`src/rtl/epf_pkg.sv`:
```
package epf_pkg;
  localparam int EP_CNT = 3;
  localparam int DATA_W = 32;
  localparam int ADDR_W = 12;
  localparam int TX_POS = 16;
  localparam int RX_POS = 0;
  localparam logic [ADDR_W-1:0] FLUSH_OFS = 12'h1B4;
  localparam logic [ADDR_W-1:0] READY_OFS = 12'h1B8;

  typedef logic [EP_CNT-1:0] ep_vec_t;

  function automatic logic [DATA_W-1:0] place_fields(ep_vec_t tx, ep_vec_t rx);
    logic [DATA_W-1:0] w;
    w = '0;
    w[TX_POS +: EP_CNT] = tx;
    w[RX_POS +: EP_CNT] = rx;
    return w;
  endfunction
endpackage

```
`src/rtl/epf_lane.sv`:
```
module epf_lane (
  input  logic clk,
  input  logic rst_n,
  input  logic req_set,
  input  logic prime_set,
  input  logic busy,
  output logic pend_o,
  output logic ready_o
);
  logic pend_q, ready_q, finish;

  assign finish = pend_q & ~busy;

  always_ff @(posedge clk) begin
    if (!rst_n) begin
      pend_q  <= 1'b0;
      ready_q <= 1'b0;
    end else begin
      pend_q  <= req_set | (pend_q & busy);
      ready_q <= prime_set | (ready_q & ~finish);
    end
  end

  assign pend_o  = pend_q;
  assign ready_o = ready_q;

  AST_PEND_HOLDS_BUSY: assert property (@(posedge clk) disable iff (!rst_n)
    (pend_o && busy) |=> pend_o);
  AST_READY_HOLDS_BUSY: assert property (@(posedge clk) disable iff (!rst_n)
    (pend_o && busy && ready_o) |=> ready_o);
  AST_FLUSH_COMPLETES: assert property (@(posedge clk) disable iff (!rst_n)
    (pend_o && !busy && !req_set) |=> !pend_o);
  AST_FLUSH_CLEARS_READY: assert property (@(posedge clk) disable iff (!rst_n)
    (pend_o && !busy && !prime_set) |=> !ready_o);
  AST_PRIME_WINS: assert property (@(posedge clk) disable iff (!rst_n)
    prime_set |=> ready_o);
  AST_REQ_TAKEN: assert property (@(posedge clk) disable iff (!rst_n)
    req_set |=> pend_o);
endmodule

```
`src/rtl/epf_regs.sv`:
```
module epf_regs
  import epf_pkg::*;
(
  input  logic              host_mode,
  input  logic              wr_en,
  input  logic [ADDR_W-1:0] addr,
  input  logic [DATA_W-1:0] wdata,
  input  ep_vec_t           tx_pend,
  input  ep_vec_t           rx_pend,
  input  ep_vec_t           tx_rdy,
  input  ep_vec_t           rx_rdy,
  output ep_vec_t           tx_req,
  output ep_vec_t           rx_req,
  output logic [DATA_W-1:0] rdata
);
  localparam logic [DATA_W-1:0] USED_MASK = place_fields('1, '1);

  logic flush_wr;
  logic unused_wbits;

  assign flush_wr = wr_en & ~host_mode & (addr == FLUSH_OFS);
  assign tx_req   = flush_wr ? wdata[TX_POS +: EP_CNT] : '0;
  assign rx_req   = flush_wr ? wdata[RX_POS +: EP_CNT] : '0;
  assign unused_wbits = ^(wdata & ~USED_MASK);

  always_comb begin
    unique case (addr)
      FLUSH_OFS: rdata = place_fields(tx_pend, rx_pend);
      READY_OFS: rdata = place_fields(tx_rdy, rx_rdy);
      default:   rdata = '0;
    endcase
  end
endmodule

```
`src/rtl/epf_ctrl.sv`:
```
module epf_ctrl
  import epf_pkg::*;
(
  input  logic              clk,
  input  logic              rst_n,
  input  logic              host_mode,
  input  logic              reg_wr,
  input  logic [ADDR_W-1:0] reg_addr,
  input  logic [DATA_W-1:0] reg_wdata,
  output logic [DATA_W-1:0] reg_rdata,
  input  logic [EP_CNT-1:0] tx_prime,
  input  logic [EP_CNT-1:0] rx_prime,
  input  logic [EP_CNT-1:0] tx_busy,
  input  logic [EP_CNT-1:0] rx_busy,
  output logic [EP_CNT-1:0] tx_ready,
  output logic [EP_CNT-1:0] rx_ready
);
  ep_vec_t tx_req, rx_req, tx_pend, rx_pend;

  epf_regs u_regs (
    .host_mode (host_mode),
    .wr_en     (reg_wr),
    .addr      (reg_addr),
    .wdata     (reg_wdata),
    .tx_pend   (tx_pend),
    .rx_pend   (rx_pend),
    .tx_rdy    (tx_ready),
    .rx_rdy    (rx_ready),
    .tx_req    (tx_req),
    .rx_req    (rx_req),
    .rdata     (reg_rdata)
  );

  for (genvar e = 0; e < EP_CNT; e++) begin : g_ep
    epf_lane u_tx (
      .clk       (clk),
      .rst_n     (rst_n),
      .req_set   (tx_req[e]),
      .prime_set (tx_prime[e]),
      .busy      (tx_busy[e]),
      .pend_o    (tx_pend[e]),
      .ready_o   (tx_ready[e])
    );
    epf_lane u_rx (
      .clk       (clk),
      .rst_n     (rst_n),
      .req_set   (rx_req[e]),
      .prime_set (rx_prime[e]),
      .busy      (rx_busy[e]),
      .pend_o    (rx_pend[e]),
      .ready_o   (rx_ready[e])
    );
  end

  AST_HOST_NO_FLUSH: assert property (@(posedge clk) disable iff (!rst_n)
    (host_mode && tx_pend == '0 && rx_pend == '0) |=> (tx_pend == '0 && rx_pend == '0));
  AST_IDLE_STAYS_IDLE: assert property (@(posedge clk) disable iff (!rst_n)
    (!reg_wr && tx_pend == '0) |=> tx_pend == '0);
endmodule

```
`config.mk`:
```
export PLATFORM = sky130hd
export DESIGN_NAME = epf_ctrl
export DESIGN_NICKNAME = d
export VERILOG_FILES = /design/src/rtl/epf_pkg.sv /design/src/rtl/epf_lane.sv /design/src/rtl/epf_regs.sv /design/src/rtl/epf_ctrl.sv
export SDC_FILE = /design/constraint.sdc
export NUM_CORES = 1
export LEC_CHECK = 0
export BUFFER_PORTS_ARGS = -buffer_cell sky130_fd_sc_hd__clkbuf_2
export CAP_MARGIN = 20
export CORE_UTILIZATION = 32
export CTS_CLUSTER_DIAMETER = 80
export DETAILED_ROUTE_END_ITERATION = 12
export PLACE_DENSITY = 0.79
export SLEW_MARGIN = 20
export SYNTH_ARGS = -nofsm -noshare
export SYNTH_HDL_FRONTEND = slang
export SYNTH_HIERARCHICAL = 1
export SYNTH_SLANG_ARGS = --single-unit
export TNS_END_PERCENT = 5
```
`constraint.sdc`:
```
create_clock -name clk -period 1.6 [get_ports clk]
set_input_delay 0.32 -clock clk [delete_from_list [all_inputs] [get_ports clk]]
set_output_delay 0.32 -clock clk [all_outputs]
set_load 0.02 [all_outputs]
```
==> results.py <==
metrics = {
    "placement": {
        "gp_congestion": 0.705,
        "dp_hpwl_mm": 1.54,
        "numPortBuffers": 45,
    },
    "sta": {
        "post-route-min-period_ns": 1.56,
        "setup-violations-final": 0,
        "period_share_pct": 97.8,
        "holdWs_ns": 0.301,
        "hold_violations": 0,
        "skew_ns": 0.00562,
        "slew_viol_final": 0,
        "fmax_ghz": 0.639,
    },
    "drt": {
        "drtIter0Drc": 8,
        "firstDrtPassIters": 3,
        "via_per_inst": 4.56,
        "totalWireLength_mm": 1.94,
        "routedWlPerCell_um": 11.3,
        "drcViolationCount": 0,
        "via_count": 785,
        "drtAntennaViolNets": 0,
    },
    "floorplanning": {
        "coreArea_um2": 2300,
        "die_w_um": 52.5,
        "dieArea_um2": 2760,
        "ioPinCount": 98,
        "row_count": 17,
        "initial_core_util_pct": 35.5,
        "fp.dieH_um": 52.5,
    },
    "worst_setup_path": {
        "setup.worst_path.class": "in -> out",
        "crit_arrival_ns": 1.24,
        "r2r-end": "g_ep[2].u_rx/ready_o$_SDFF_PN0_",
        "cp_cell_sequence": "buf_4 > nor4b_4 > buf_6 > a22oi_2 > nor2_1 > buf_4",
        "cp.depth": 6,
        "cp_max_fo": 7,
        "crit_path_frequent_cell": "buf_4",
        "reg2reg_slack_ns": 0.90,
        "worst_setup_path_start_kind": "input pin",
        "r2r-start": "g_ep[2].u_rx/pend_o$_SDFF_PN0_",
        "crit_family": "buffers and inverters",
        "critPathRequiredTime_ns": 1.28,
        "crit_path_top_delay_cell": "nor4b_4",
        "worst_path_largest_cell_delay_ns": 0.25,
        "crit_buf_inv": 3,
        "reg2regPathDepth": 2,
        "cp-end-kind": "output pin",
    },
    "clock_network": {
        "root_buffer": "clkbuf_4",
        "cts_buffer_depth": 2,
        "clk_pin_slew_worst_paths_ns": 0.08,
        "clock-sinks": 12,
        "cts_tree": "done",
        "numCtsBuffers": 3,
        "postCtsSetupBuffers": 0,
        "h-tree-depth": 1,
        "clk_latency_ns": 0.27,
    },
    "logic_synthesis": {
        "yosys.area.top_type": "dfxtp_1",
        "yosysSeqAreaShare_pct": 29.4,
        "avgSynthCellArea_um2": 8.68,
        "ys_ff_latch": 12,
        "yosysUniqueCellTypes": 16,
        "synthCells": 94,
        "synthDominantCellAreaShare_pct": 29.4,
        "synth_warnings": 6,
        "syn_area_um2": 816,
        "yosys-top-cells-area": "dfxtp_1 29%, buf_4 24%, nor3b_2 9.2%, a22oi_1 5.5%, nor2_1 5.5%",
    },
    "power": {
        "intPower_mw": 0.502,
        "power_density_nw_per_um2": 661,
        "pwr-share-clk_pct": 33.0,
        "peakVddDrop_mv": 0.377,
        "power_frac_seq_pct": 44.3,
        "combPwrFrac_pct": 22.7,
        "power_leakage_nw": 0.522,
        "power.switching_mw": 0.216,
        "swShare_pct": 30.1,
    },
    "status": {
        "status": "completed",
    },
    "finish": {
        "area_delta_synth_final_pct": 33.1,
        "finish.utilization_pct": 47.3,
        "diodes": 0,
        "final_cell_mix": "38 x clkbuf_2, 26 x conb_1, 12 x nor2_1, 12 x dfxtp_1, 7 x nor2b_1",
        "nNetsFinal": 205,
        "drive_gt1_share_pct": 43.8,
        "final_common_cell": "clkbuf_2",
    },
    "global_route": {
        "grt_pass1_vias": 706,
        "antenna_found_initial": 0,
        "track_usage_pct": 14.8,
        "grt-ovfl-total": 0,
        "grt_start_max_net_pins": 13,
        "grt_pass1_wl_mm": 2.96,
    },
    "hold_path": {
        "hold_path_class": "in -> reg",
        "holdCritStartpoint": "tx_prime[1]",
        "whs_path_depth": 3,
        "whs_endpoint": "g_ep[1].u_tx/ready_o$_SDFF_PN0_",
    },
    "run": {
        "maxCapViolations": 0,
    },
}
## power by group through the flow
stage	clock network (mW)	logic [mW]	registers (mW)
after global placement	0	0.149	0.323
after floorplan	0	0.120	0.336
after CTS	0.243	0.153	0.318
final	0.237	0.163	0.318
after global routing	0.262	0.180	0.320
after detailed placement	0	0.151	0.324
## metal layers
metal,GRT usage (%),part of all wire [%]
met1,14.8,37
met4,5.26,0
met2,30.2,53
met5,0,0
met3,1.74,10
## flip-flops by register name, indices dropped and copies added (netlist names)
| register | flops |
|---|---|
| g_ep.u_rx/pend_o | 3 |
| g_ep.u_rx/ready_o | 3 |
| g_ep.u_tx/pend_o | 3 |
| g_ep.u_tx/ready_o | 3 |
## worst max path at each step
stage,startpoint,end,slack [ns]
after floorplan,reg_addr[1],reg_rdata[0],0.10
after global placement,reg_addr[9],reg_rdata[18],-0.06
after detailed placement,reg_addr[11],reg_rdata[18],-0.10
final,reg_addr[0],reg_rdata[17],0.04
after CTS,reg_addr[1],reg_rdata[18],0.002
after global routing,reg_addr[0],reg_rdata[17],-0.009
## tightest hold or removal path, stage by stage
cell and delay (ns):
clkbuf_2 0.09, nor3b_2 0.04, nor2_1 0.08
## synthesized netlist by cell type, drive strengths merged
master   n
a21oi    6
buf     26
nor2    12
nor3b    6
a22oi    6
nor2b    7
and4     1
conb     1
dfxtp   12
o21ai    6
nand2    1
and2     6
and4b    1
nor4b    3
## cell type report
cell class              count  area [um2]
multi-input cells          81         510
flip-flops and latches     12         240
repair buffers             47         264
well taps                  28        35.0
clock buffers               4        36.3
fillers                   225        1210
## metrics by stage
step	instance area (um2)	power [mW]	cells	setup TNS, ns	worst slack, ns
3_5_place_dp	990	0.476	168	-0.732	-0.104
6_report	1090	0.718	172	0	0.0357
4_1_cts	1030	0.713	172	0	0.00230
5_1_grt	1090	0.761	172	-0.00934	-0.00934
2_1_floorplan	910	0.456	119	0	0.103
3_3_place_gp	990	0.472	168	-0.310	-0.0565
## what timing repair did
| action | CTS | global route |
|---|---|---|
| cloned | 0 | 0 |
| hold buffers | 0 | 0 |
| setup endpoints to repair | 6 | 6 |
| pin swaps | 1 | 5 |
| resized for setup | 2 | 19 |
| hold endpoints to repair | 0 | 0 |
## logic make-up (layout without fill, tap and decap cells)
logic type	count (synthesis)	count (layout)	share of synthesized area, %
flops	12	12	29.4
compound gates	18	18	12.9
simple gates	37	37	33.3
other cells	1	26	0.460
buf+inv	26	51	23.9
Power figures use the tool's default switching activity.
